$ cat src/rtl/mtx_pkg.sv
package mtx_pkg;

  // Level of the positive leg for one half of a Manchester symbol.
  // The first half carries the inverted data and the second half the data,
  // so a one rises at mid-bit and a zero falls.
  function automatic logic manch_half_level(input logic data, input logic second_half);
    return second_half ? data : ~data;
  endfunction

  // Idle levels {pos, neg} for the selected idle choice.
  function automatic logic [1:0] idle_levels(input logic idle_high);
    return idle_high ? 2'b10 : 2'b00;
  endfunction

endpackage

$ cat src/rtl/mtx_bit_timer.sv
module mtx_bit_timer #(
  parameter int REF_PER_HALF = 1
) (
  input  logic clk,
  input  logic rst_n,
  output logic phase,
  output logic half_end,
  output logic boundary
);

  logic phase_q;

  generate
    if (REF_PER_HALF == 1) begin : g_toggle
      assign half_end = 1'b1;
    end else begin : g_count
      localparam int CW = $clog2(REF_PER_HALF);
      localparam logic [CW-1:0] LAST = CW'(REF_PER_HALF - 1);
      logic [CW-1:0] cnt_q;
      always_ff @(posedge clk or negedge rst_n) begin
        if (!rst_n) cnt_q <= '0;
        else if (cnt_q == LAST) cnt_q <= '0;
        else cnt_q <= cnt_q + 1'b1;
      end
      assign half_end = (cnt_q == LAST);
    end
  endgenerate

  always_ff @(posedge clk or negedge rst_n) begin
    if (!rst_n) phase_q <= 1'b0;
    else if (half_end) phase_q <= ~phase_q;
  end

  assign phase    = phase_q;
  assign boundary = phase_q & half_end;

endmodule

$ cat src/rtl/mtx_capture.sv
module mtx_capture (
  input  logic clk,
  input  logic rst_n,
  input  logic boundary,
  input  logic en_in,
  input  logic data_in,
  output logic active,
  output logic data_q
);

  // Inputs are taken in only at the bit boundary; they then stay fixed for a whole bit.
  always_ff @(posedge clk or negedge rst_n) begin
    if (!rst_n) begin
      active <= 1'b0;
      data_q <= 1'b0;
    end else if (boundary) begin
      active <= en_in;
      data_q <= data_in;
    end
  end

endmodule

$ cat src/rtl/mtx_mode_reg.sv
module mtx_mode_reg #(
  parameter int AW        = 4,
  parameter int DW        = 16,
  parameter int MODE_ADDR = 15,
  parameter int IDLE_BIT  = 9
) (
  input  logic          clk,
  input  logic          rst_n,
  input  logic          we,
  input  logic [AW-1:0] addr,
  input  logic [DW-1:0] wdata,
  output logic          idle_high
);

  localparam logic [AW-1:0] HIT = AW'(MODE_ADDR);

  logic mode_hit;
  logic unused_wdata;

  assign mode_hit     = we && (addr == HIT);
  assign unused_wdata = ^wdata;

  always_ff @(posedge clk or negedge rst_n) begin
    if (!rst_n) idle_high <= 1'b0;
    else if (mode_hit) idle_high <= wdata[IDLE_BIT];
  end

endmodule

$ cat src/rtl/mtx_line_drive.sv
module mtx_line_drive (
  input  logic active,
  input  logic data_q,
  input  logic phase,
  input  logic idle_high,
  output logic pos,
  output logic neg
);
  import mtx_pkg::*;

  logic [1:0] idle_pair;
  logic       sym_level;

  assign idle_pair = idle_levels(idle_high);
  assign sym_level = manch_half_level(data_q, phase);

  always_comb begin
    if (active) begin
      pos = sym_level;
      neg = ~sym_level;
    end else begin
      pos = idle_pair[1];
      neg = idle_pair[0];
    end
  end

endmodule

$ cat src/rtl/manch_tx_encoder.sv
module manch_tx_encoder #(
  parameter int REF_PER_HALF = 1,
  parameter int CFG_AW       = 4,
  parameter int CFG_DW       = 16,
  parameter int MODE_ADDR    = 15,
  parameter int IDLE_BIT     = 9
) (
  input  logic              clk,
  input  logic              rst_n,
  input  logic              tx_en_req,
  input  logic              tx_data,
  input  logic              cfg_we,
  input  logic [CFG_AW-1:0] cfg_addr,
  input  logic [CFG_DW-1:0] cfg_wdata,
  output logic              bit_clk,
  output logic              tx_pos,
  output logic              tx_neg
);

  // Named internal events, brought out for the bound checker.
  logic phase_w;
  logic half_end_w;
  logic boundary_w;
  logic sym_active;
  logic sym_data;
  logic idle_sel;

  mtx_bit_timer #(.REF_PER_HALF(REF_PER_HALF)) u_timer (
    .clk      (clk),
    .rst_n    (rst_n),
    .phase    (phase_w),
    .half_end (half_end_w),
    .boundary (boundary_w)
  );

  mtx_capture u_capture (
    .clk      (clk),
    .rst_n    (rst_n),
    .boundary (boundary_w),
    .en_in    (tx_en_req),
    .data_in  (tx_data),
    .active   (sym_active),
    .data_q   (sym_data)
  );

  mtx_mode_reg #(
    .AW(CFG_AW), .DW(CFG_DW), .MODE_ADDR(MODE_ADDR), .IDLE_BIT(IDLE_BIT)
  ) u_mode (
    .clk       (clk),
    .rst_n     (rst_n),
    .we        (cfg_we),
    .addr      (cfg_addr),
    .wdata     (cfg_wdata),
    .idle_high (idle_sel)
  );

  mtx_line_drive u_drive (
    .active    (sym_active),
    .data_q    (sym_data),
    .phase     (phase_w),
    .idle_high (idle_sel),
    .pos       (tx_pos),
    .neg       (tx_neg)
  );

  assign bit_clk = phase_w;

endmodule

$ cat config.mk
export PLATFORM = sky130hd
export DESIGN_NAME = manch_tx_encoder
export DESIGN_NICKNAME = d
export VERILOG_FILES = /design/src/rtl/mtx_pkg.sv /design/src/rtl/mtx_bit_timer.sv /design/src/rtl/mtx_capture.sv /design/src/rtl/mtx_mode_reg.sv /design/src/rtl/mtx_line_drive.sv /design/src/rtl/manch_tx_encoder.sv
export SDC_FILE = /design/constraint.sdc
export NUM_CORES = 1
export LEC_CHECK = 0
export BUFFER_PORTS_ARGS = -buffer_cell sky130_fd_sc_hd__buf_4
export CAP_MARGIN = 20
export CORE_AREA = 10 10 47 49
export CTS_CLUSTER_DIAMETER = 80
export DETAILED_ROUTE_END_ITERATION = 7
export DIE_AREA = 0 0 57 59
export GPL_ROUTABILITY_DRIVEN = 0
export PLACE_DENSITY = 0.54
export SLEW_MARGIN = 20
export SYNTH_ARGS = -nofsm -noshare
export SYNTH_HDL_FRONTEND = slang
export SYNTH_SLANG_ARGS = --single-unit
$ cat constraint.sdc
create_clock -name clk -period 0.9 [get_ports clk]
set_input_delay 0.045 -clock clk [delete_from_list [all_inputs] [get_ports clk]]
set_output_delay 0.045 -clock clk [all_outputs]
set_load 0.05 [all_outputs]
==> results.py, run 1 <==
metrics = {
    "die": {
        "io_pins": 28,
        "die_w_um": 57,
        "rows": 14,
        "fp.dieArea_um2": 3360,
        "fp.dieH_um": 59,
        "start_util_pct": 13.3,
        "core_area_um2": 1400,
    },
    "hold_path": {
        "hold_path.class": "input pin to register",
        "hold_start": "cfg_wdata[9]",
        "hold_depth": 2,
        "hold-path-endpoint": "u_mode.idle_high",
    },
    "sta": {
        "hold_viol_final": 0,
        "rsz0062_at_grt": "yes",
        "hold_ws_ps": 44.5,
        "clock.fmax_mhz": 813,
        "tns_ps": -1530,
        "slew_viol_final": 0,
        "fin_ws_ps": -331,
        "max-slew-margin-rel_pct": 87.9,
        "setup_viol": 5,
        "min_period_ps": 1230,
        "skew_ps": 4.42,
        "tightest_slew_ps": 182,
        "fin_crit_sh_pct": 137,
    },
    "synth": {
        "yosys-top-cells-area": "dfrtp_1, mux2_2, mux2_4, mux2i_1, nand3_2",
        "synth_seq_area_share_pct": 53.7,
        "netlist.top_cell.by_area": "dfrtp_1",
        "synth_nets": 39,
        "yosysWarnings": 0,
        "synth_seq_cells": 4,
        "ys_types": 9,
        "synthCells": 14,
        "synth_top_area_share_pct": 53.7,
        "syn_area_per_cell_um2": 13.3,
        "synthesis.area_um2": 186,
    },
    "place": {
        "placed_area_um2": 335,
        "place.port_buffers": 12,
        "post-place-ws_ps": -140,
    },
    "finish": {
        "syn_to_final_growth_pct": 128,
        "fin_area_um2": 425,
        "antennaDiodeCount": 0,
        "final_nets": 61,
        "drive_above_1_share_pct": 80.0,
        "utilization_pct": 30.4,
    },
    "run": {
        "max-cap-violations": 0,
    },
    "pwr": {
        "power.share.combinational_pct": 25.3,
        "p_seq_share_pct": 34.6,
        "power.share.switching_pct": 25.9,
        "p_leak_nw": 0.202,
        "powerDensity_nw_per_um2": 1420,
        "vdd_drop_max_mv": 0.407,
        "switchingPower_w": 0.000156,
        "p_int_w": 0.000448,
        "clkPwrFrac_pct": 40.0,
    },
    "run_status": {
        "outcome": "finished with violations",
        "violations": "setup timing",
    },
    "grt": {
        "grt_use_total_pct": 3.99,
        "first_global_vias": 235,
        "grt_pass1_wl_um": 972,
        "grt_max_degree": 5,
        "antenna_found_initial": 0,
        "overflow": 0,
    },
    "drt": {
        "via_per_inst": 3.69,
        "drc_errors": 0,
        "drtAntennaViolNets": 0,
        "dr_total_vias": 188,
        "wl_per_cell_um": 11.4,
        "routed_wl_um": 579,
        "drt_first_iter_violations": 0,
        "firstDrtPassIters": 1,
    },
    "setup_path": {
        "reg2reg_to": "u_capture.data_q",
        "startpoint_type": "register",
        "regToRegSetupSlack_ps": -290,
        "slowest_delay_ps": 430,
        "worstSetupPathType": "register to output port",
        "reg2reg_from": "u_timer.boundary",
        "path_cells": "xor2_4, mux2i_4, buf_6",
        "cp_max_fo": 2,
        "end_kind": "output port",
        "worst_ep_arrival_time_ps": 1190,
        "crit_path_top_delay_cell": "dfrtp_2",
        "r2r.worst_path.cells": 4,
        "required_ps": 850,
    },
    "clock_network": {
        "cts_tree": "yes",
        "cts.sinks": 4,
        "cts_made_buffers": 3,
        "clk_latency_ps": 230,
        "clock_tree.buffer_depth": 2,
        "clkTransAtPathRegs_ps": 40,
        "htree_levels": 1,
        "clockRootBuffer": "clkbuf_4",
    },
}
synth_stat cells:
library cell  count
mux2_2            2
and3_1            1
nand3_2           1
mux2i_1           1
dfrtp_1           4
inv_1             2
and2_1            1
mux2_4            1
xor2_1            1
registers in the layout, indices dropped and copies added (netlist names):
register,cells
u_capture.data_q,1
u_mode.idle_high,1
u_capture.active,1
u_timer.boundary,1
worst max-delay path by stage:
stage	from	end	slack (ps)	depth (start not counted)
6_report	u_capture.data_q	tx_pos	-330	3
5_1_grt	u_capture.data_q	tx_pos	-370	3
4_1_cts	u_timer.boundary	tx_neg	-380	3
3_5_place_dp	u_capture.data_q	tx_neg	-140	3
3_3_place_gp	u_capture.data_q	tx_neg	-90	3
2_1_floorplan	u_timer.boundary	tx_pos	-250	2
cell families (layout without fill, tap and decap cells):
kind of cell | after synthesis | after routing | share of synthesized area, %
mux | 4 | 4 | 25.5
flops | 4 | 4 | 53.7
simple gates | 3 | 3 | 12.1
buf+inv | 2 | 23 | 4.03
xor+xnor | 1 | 1 | 4.70
power groups by stage:
stage	registers, W	logic, W	clock network [W]
final	0.000209	0.000153	0.000242
after global routing	0.000212	0.000162	0.000270
after CTS	0.000208	0.000153	0.000261
after detailed placement	0.000211	0.000140	0
after global placement	0.000209	0.000134	0
after floorplan	0.000207	0.0000885	0
routing by layer:
layer  track usage, %  routed length, um  vias up  share of wire, %
li1                 -                  -       87                 -
met1             3.13                187       86                32
met2             5.27                267       13                46
met3             4.29                120        2                21
met4             4.03                  3        0              0.52
met5                0                  0        -                 0
per-stage QoR:
step                cells  total power [W]
floorplan              14         0.000296
global placement       44         0.000343
detailed placement     44         0.000351
CTS                    51         0.000623
global route           51         0.000643
finish                 51         0.000604
area by class of cell:
class | instances | area (um^2)
Sequential cell | 4 | 103
Inverter | 2 | 7.51
Timing Repair Buffer | 17 | 156
Clock buffer | 4 | 26.3
Multi-Input combinational cell | 8 | 113
Tap cell | 16 | 20.0
Fill cell | 144 | 976
layout by cell type (no fill, tap or decap):
cell            n
buf_4          11
clkbuf_4        3
buf_6           3
inv_1           2
mux2_2          2
buf_8           2
dfrtp_1         2
dfrtp_2         2
and3_1          1
nand3_2         1
mux2_4          1
xor2_4          1
and2_4          1
mux2i_4         1
clkbuf_1        1
dlygate4sd3_1   1
timing repair:
item	4_1_cts	5_1_grt
resized for setup	7	2
hold buffers	1	0
buffers inserted	2	0
endpoints found under the setup margin	5	5
pin swaps	2	1
hold endpoints to repair	4	0
worst max-delay path: cells and delay by family, from the launching register on:
family	cells	cell delay [ps]
flops	1	430
xor+xnor	1	200
mux	1	150
buf+inv	1	180
No activity file was read; power rests on OpenSTA's default activity.
==> run 2: changes to the inputs <==
--- a/config.mk
+++ b/config.mk
@@ -7,12 +7,14 @@
 export LEC_CHECK = 0
 export BUFFER_PORTS_ARGS = -buffer_cell sky130_fd_sc_hd__buf_4
 export CAP_MARGIN = 20
+export CELL_PAD_IN_SITES_DETAIL_PLACEMENT = 1
+export CELL_PAD_IN_SITES_GLOBAL_PLACEMENT = 1
 export CORE_AREA = 10 10 47 49
 export CTS_CLUSTER_DIAMETER = 80
 export DETAILED_ROUTE_END_ITERATION = 7
 export DIE_AREA = 0 0 57 59
 export GPL_ROUTABILITY_DRIVEN = 0
-export PLACE_DENSITY = 0.54
+export PLACE_DENSITY = 0.71
 export SLEW_MARGIN = 20
 export SYNTH_ARGS = -nofsm -noshare
 export SYNTH_HDL_FRONTEND = slang
==> constraint.sdc (replaced) <==
create_clock -name clk -period 1.4 [get_ports clk]
set_input_delay 0.07 -clock clk [delete_from_list [all_inputs] [get_ports clk]]
set_output_delay 0.07 -clock clk [all_outputs]
set_load 0.05 [all_outputs]
==> run 2 against run 1 <==
Net effect:
- count of clock-buffer cells in the layout down 1
- final area down 20%
- non-clock buffer count is 4 lower
- total power shrank 41%
- clock skew decreased by 3.5 ps
- register-to-register slack better by 800 ps
- die area stayed put
- global-route usage shrank 0.21 points
- first-iteration DRC count stayed put
- the run now ends clean
- sequential power decreased by 36%
==> results.py, run 2 (synthesized netlist as in run 1, its figures left out) <==
metrics = {
    "sta": {
        "setup_viol": 0,
        "slew_viol_final": 0,
        "clock.fmax_mhz": 772,
        "fin_ws_ps": 104,
        "hold_viol_final": 0,
        "skew_ps": 0.939,
        "min_period_ps": 1300,
        "max-slew-margin-rel_pct": 91.4,
        "fin_crit_sh_pct": 92.5,
        "tightest_slew_ps": 127,
        "rsz0062_at_grt": "no",
    },
    "drt": {
        "firstDrtPassIters": 1,
        "via_per_inst": 3.48,
        "routed_wl_um": 541,
        "top_layer": "met3",
        "wl_met1_um": 251,
        "met2_length_um": 187,
        "drtAntennaViolNets": 0,
        "dr_total_vias": 160,
        "drc_errors": 0,
        "drt_first_iter_violations": 0,
        "wl_per_cell_um": 11.8,
        "dr_wl_met3_um": 102,
    },
    "grt": {
        "grt_pass1_wl_um": 876,
        "first_global_vias": 190,
        "grt_use_total_pct": 3.78,
        "grt_max_degree": 6,
        "overflow": 0,
        "antenna_found_initial": 0,
    },
    "clock_network": {
        "cts_made_buffers": 3,
        "cts_tree": "yes",
        "clockRootBuffer": "clkbuf_4",
        "cts.sinks": 4,
        "clk_latency_ps": 230,
        "clock_tree.buffer_depth": 2,
        "htree_levels": 1,
        "clkTransAtPathRegs_ps": 40,
    },
    "die": {
        "die_w_um": 57,
        "rows": 14,
        "start_util_pct": 13.3,
        "io_pins": 28,
        "core_area_um2": 1400,
        "fp.dieArea_um2": 3360,
        "fp.dieH_um": 59,
    },
    "pwr": {
        "p_leak_nw": 0.170,
        "vdd_drop_max_mv": 0.245,
        "power.share.combinational_pct": 23.1,
        "power.share.switching_pct": 25.0,
        "p_seq_share_pct": 37.6,
        "p_int_w": 0.000265,
        "clkPwrFrac_pct": 39.4,
        "switchingPower_w": 0.0000885,
        "powerDensity_nw_per_um2": 1040,
    },
    "finish": {
        "antennaDiodeCount": 0,
        "final_nets": 57,
        "fillers": 164,
        "final_cells": 46,
        "regArea_um2": 101,
        "layout_commonest_cell": "buf_4",
        "syn_to_final_growth_pct": 83.2,
        "drive_above_1_share_pct": 73.3,
        "final_cell_mix": "buf_4, clkbuf_4, dfrtp_1",
        "multiInputGateArea_um2": 90.1,
    },
    "setup_path": {
        "reg2reg_to": "u_capture.active",
        "cp_max_fo": 5,
        "worst_ep_arrival_time_ps": 1230,
        "regToRegSetupSlack_ps": 510,
        "path_depth": 3,
        "end_kind": "output port",
        "endpoint": "tx_pos",
        "slowest_delay_ps": 440,
        "cp_num_buf_inv": 1,
        "worstSetupPathType": "register to output port",
        "path_cells": "xor2_2, mux2i_2, buf_4",
        "crit_family": "flip-flops",
        "startpoint_type": "register",
        "r2r.worst_path.cells": 1,
        "required_ps": 1330,
        "reg2reg_from": "u_timer.boundary",
        "crit_path_top_delay_cell": "dfrtp_2",
        "startpoint": "u_timer.boundary",
    },
    "place": {
        "place.port_buffers": 12,
        "post-place-ws_ps": 306,
        "placedCellCount": 42,
    },
    "hold_path": {
        "hold_path.class": "input pin to register",
    },
    "run": {
        "max-cap-violations": 0,
    },
    "run_status": {
        "outcome": "complete, no violations",
    },
}
[run 2: cell types whose count changed in the layout (fill, tap and decap cells not counted), sizes merged]
cell / before / now
clkbuf: 4 / 3
buf: 16 / 12
[run 2: routing by layer]
layer | track usage (%) | up-vias
met5 | 0 | -
met4 | 4.03 | 0
li1 | - | 78
met3 | 4.08 | 0
met1 | 3.98 | 67
met2 | 3.57 | 15
[run 2: area by class of cell]
cell class                      instances  area share, %
Clock buffer                            3           6.59
Inverter                                2           2.20
Timing Repair Buffer                   13           29.3
Sequential cell                         4           29.7
Multi-Input combinational cell          8           26.4
Tap cell                               16           5.86
[run 2: power by group through the flow]
stage          clock, W  sequential [W]  combinational (W)
6_report       0.000139        0.000133          0.0000816
3_3_place_gp          0        0.000133          0.0000797
4_1_cts        0.000150        0.000132          0.0000828
2_1_floorplan         0        0.000132          0.0000485
3_5_place_dp          0        0.000134          0.0000805
5_1_grt        0.000158        0.000134          0.0000877
[run 2: how the worst min path moves through the flow]
stage,slack (ps),cells after the start,startpoint,end
after global placement,-130,1,rst_n,u_capture.active
final,70,2,cfg_wdata[9],u_mode.idle_high
after CTS,60,2,cfg_wdata[9],u_mode.idle_high
after global routing,60,2,cfg_wdata[9],u_mode.idle_high
after floorplan,-230,0,rst_n,u_capture.active
after detailed placement,-130,1,rst_n,u_capture.active
[run 2: repair_timing]
action / CTS / global route
buffers inserted: 0 / 0
endpoints found under the hold margin: 4 / 0
endpoints found under the setup margin: 0 / 1
hold buffers: 1 / 0
resized for setup: 0 / 2
[run 2: stage by stage]
step | utilization, % | hold slack [ps] | TNS, ps | total power [W] | area, um^2
final | 24.4 | 70.0 | 0 | 0.000354 | 342
after detailed placement | 21.4 | -130 | 0 | 0.000214 | 300
after global routing | 24.4 | 55.9 | 0 | 0.000379 | 342
after global placement | 21.4 | -132 | 0 | 0.000213 | 300
after floorplan | - | -226 | -130 | 0.000180 | 190
after CTS | 23.8 | 58.3 | 0 | 0.000365 | 333
==> run 3: changes to the inputs <==
--- a/config.mk
+++ b/config.mk
@@ -5,6 +5,7 @@
 export SDC_FILE = /design/constraint.sdc
 export NUM_CORES = 1
 export LEC_CHECK = 0
+export ABC_AREA = 1
 export BUFFER_PORTS_ARGS = -buffer_cell sky130_fd_sc_hd__buf_4
 export CAP_MARGIN = 20
 export CELL_PAD_IN_SITES_DETAIL_PLACEMENT = 1
@@ -14,7 +15,7 @@
 export DETAILED_ROUTE_END_ITERATION = 7
 export DIE_AREA = 0 0 57 59
 export GPL_ROUTABILITY_DRIVEN = 0
-export PLACE_DENSITY = 0.71
+export PLACE_DENSITY = 0.77
 export SLEW_MARGIN = 20
 export SYNTH_ARGS = -nofsm -noshare
 export SYNTH_HDL_FRONTEND = slang
==> run 3 against run 2 <==
Net effect:
- synthesized area up 15%
- maximum frequency up 2.5%
- utilization up 1.8 points
- final cell count up 28%
- sequential power about the same
==> results.py, run 3 <==
metrics = {
    "sta": {
        "max-slew-margin-rel_pct": 86.8,
        "tns_ps": 0,
        "setup_viol": 0,
        "tightest_slew_ps": 198,
        "fin_crit_sh_pct": 90.3,
        "min_period_ps": 1260,
        "hold_viol_final": 0,
        "clock.fmax_mhz": 791,
        "slew_viol_final": 0,
        "rsz0062_at_grt": "no",
        "skew_ps": 6.98,
    },
    "synth": {
        "synthCells": 26,
        "synth_seq_cells": 4,
        "syn_area_per_cell_um2": 8.23,
        "synth_commonest_cells": "inv_1, nand2_1, dfrtp_1, nand3_1, nor2_1",
        "yosys-top-cells-area": "dfrtp_1, inv_1, nand2_1, nand2_4, nor2_4",
        "synth_top_area_share_pct": 46.8,
        "synth_seq_area_share_pct": 46.8,
        "synthesis.area_um2": 214,
        "synth_flop_cell": "dfrtp_1",
        "ys_types": 13,
        "synth_edf_count": 0,
        "synth_nets": 51,
        "netlist.top_cell.by_area": "dfrtp_1",
        "async_reset_ff_share_pct": 100,
        "yosysWarnings": 0,
    },
    "drt": {
        "drt_first_iter_violations": 1,
        "via_per_inst": 3.90,
        "firstDrtPassIters": 2,
        "routed_wl_um": 603,
        "wl_per_cell_um": 10.2,
        "drc_errors": 0,
        "drtAntennaViolNets": 0,
        "dr_total_vias": 230,
    },
    "finish": {
        "layout_commonest_cell": "buf_4",
        "syn_to_final_growth_pct": 71.3,
        "antennaDiodeCount": 0,
        "final_nets": 69,
        "fin_area_um2": 367,
        "final_cell_mix": "buf_4, inv_1, nand2_1",
        "drive_above_1_share_pct": 48.8,
    },
    "pwr": {
        "powerDensity_nw_per_um2": 1030,
        "vdd_drop_max_mv": 0.241,
        "p_leak_nw": 0.204,
    },
    "place": {
        "place.port_buffers": 12,
        "hpwlAfterDp_um": 512,
        "placed_area_um2": 330,
    },
    "die": {
        "fp.dieArea_um2": 3360,
        "start_util_pct": 15.3,
        "fp.dieH_um": 59,
        "die_w_um": 57,
        "rows": 14,
        "core_area_um2": 1400,
        "io_pins": 28,
    },
    "setup_path": {
        "end_kind": "output port",
        "cp_max_fo": 5,
        "worst_ep_arrival_time_ps": 1190,
        "reg2reg_to": "u_capture.data_q",
        "startpoint": "u_timer.boundary",
        "reg2reg_from": "u_timer.boundary",
        "startpoint_type": "register",
        "worstSetupPathType": "register to output port",
        "regToRegSetupSlack_ps": 630,
        "r2r.worst_path.cells": 3,
        "required_ps": 1330,
    },
    "hold_path": {
        "hold_depth": 2,
        "hold-path-endpoint": "u_capture.data_q",
        "hold_path.class": "input pin to register",
        "hold_start": "tx_data",
    },
    "clock_network": {
        "clockRootBuffer": "clkbuf_4",
        "postCtsSetupBuffers": 0,
        "htree_levels": 1,
        "cts_tree": "yes",
        "clkTransAtPathRegs_ps": 40,
        "clock_tree.buffer_depth": 2,
        "clk_latency_ps": 240,
        "cts_made_buffers": 3,
        "cts.sinks": 4,
    },
    "grt": {
        "grt_use_total_pct": 4.33,
        "antenna_found_initial": 0,
        "first_global_vias": 247,
        "grt_pass1_wl_mm": 1.05,
        "grt_max_degree": 6,
        "overflow": 0,
    },
    "run": {
        "max-cap-violations": 0,
    },
    "run_status": {
        "outcome": "complete, no violations",
    },
}
## run 3: cell types whose count changed after synthesis, sizes merged
cell,previous run,this run
o21a,0,1
inv,2,6
nand3,1,2
nor2,0,4
nand2,0,7
and2,1,0
mux2i,1,0
o21ai,0,1
o21bai,0,1
and3,1,0
mux2,3,0
xor2,1,0
## run 3: cell type report
| class | instances | area [um^2] |
|---|---|---|
| well taps | 16 | 20.0 |
| fillers | 180 | 1030 |
| clock buffers | 4 | 26.3 |
| flip-flops and latches | 4 | 101 |
| inverters | 6 | 22.5 |
| multi-input cells | 16 | 96.3 |
| repair buffers | 13 | 100 |
## run 3: through the flow
stage               util [%]  setup WS, ps  power (W)  hold slack, ps  std cells
finish                  26.2           135   0.000378            27.5         59
global route            26.2          53.7   0.000402            33.6         59
CTS                     26.2           111   0.000387            22.8         59
detailed placement      23.6           374   0.000220            -133         54
global placement        23.6           405   0.000217            -133         54
floorplan                  -           142   0.000184            -226         26
## run 3: cell families (layout without fill, tap and decap cells)
family / count (synthesis) / in the layout / share of synthesized area [%]
AND/OR/NAND/NOR: 13 / 13 / 33.3
flip-flops: 4 / 4 / 46.8
AO/OA/AOI/OAI: 3 / 3 / 9.36
buffers and inverters: 6 / 23 / 10.5
## run 3: worst max-delay path: stages, from the launching register on
cell and delay [ps]:
dfrtp_2 430, inv_2 100, nand2_4 50, nand2_2 80, nor2_4 40, nor2_4 60
buf_4 190
## run 3: layer usage
metal / global-route usage, % / vias to the layer above / routed length [um]
met4: 5.03 / 0 / 24
met5: 0 / - / 0
met2: 6.82 / 7 / 335
met3: 2.58 / 4 / 58
met1: 3.47 / 108 / 185
li1: - / 111 / -
## run 3: timing repair
| action | 4_1_cts | 5_1_grt |
|---|---|---|
| hold buffers | 1 | 0 |
| endpoints found under the hold margin | 4 | 0 |
| gates resized for setup | 0 | 0 |
## run 3: worst max-delay path by stage
stage          depth (start not counted)     end
2_1_floorplan                          5  tx_pos
3_3_place_gp                           6  tx_pos
3_5_place_dp                           6  tx_pos
4_1_cts                                6  tx_pos
5_1_grt                                6  tx_pos
6_report                               6  tx_pos
## run 3: where the power goes
| group | switching (W) | internal [W] |
|---|---|---|
| Clock | 0.0000521 | 0.000107 |
| Sequential | 0.00000475 | 0.000126 |
| Combinational | 0.0000470 | 0.0000406 |
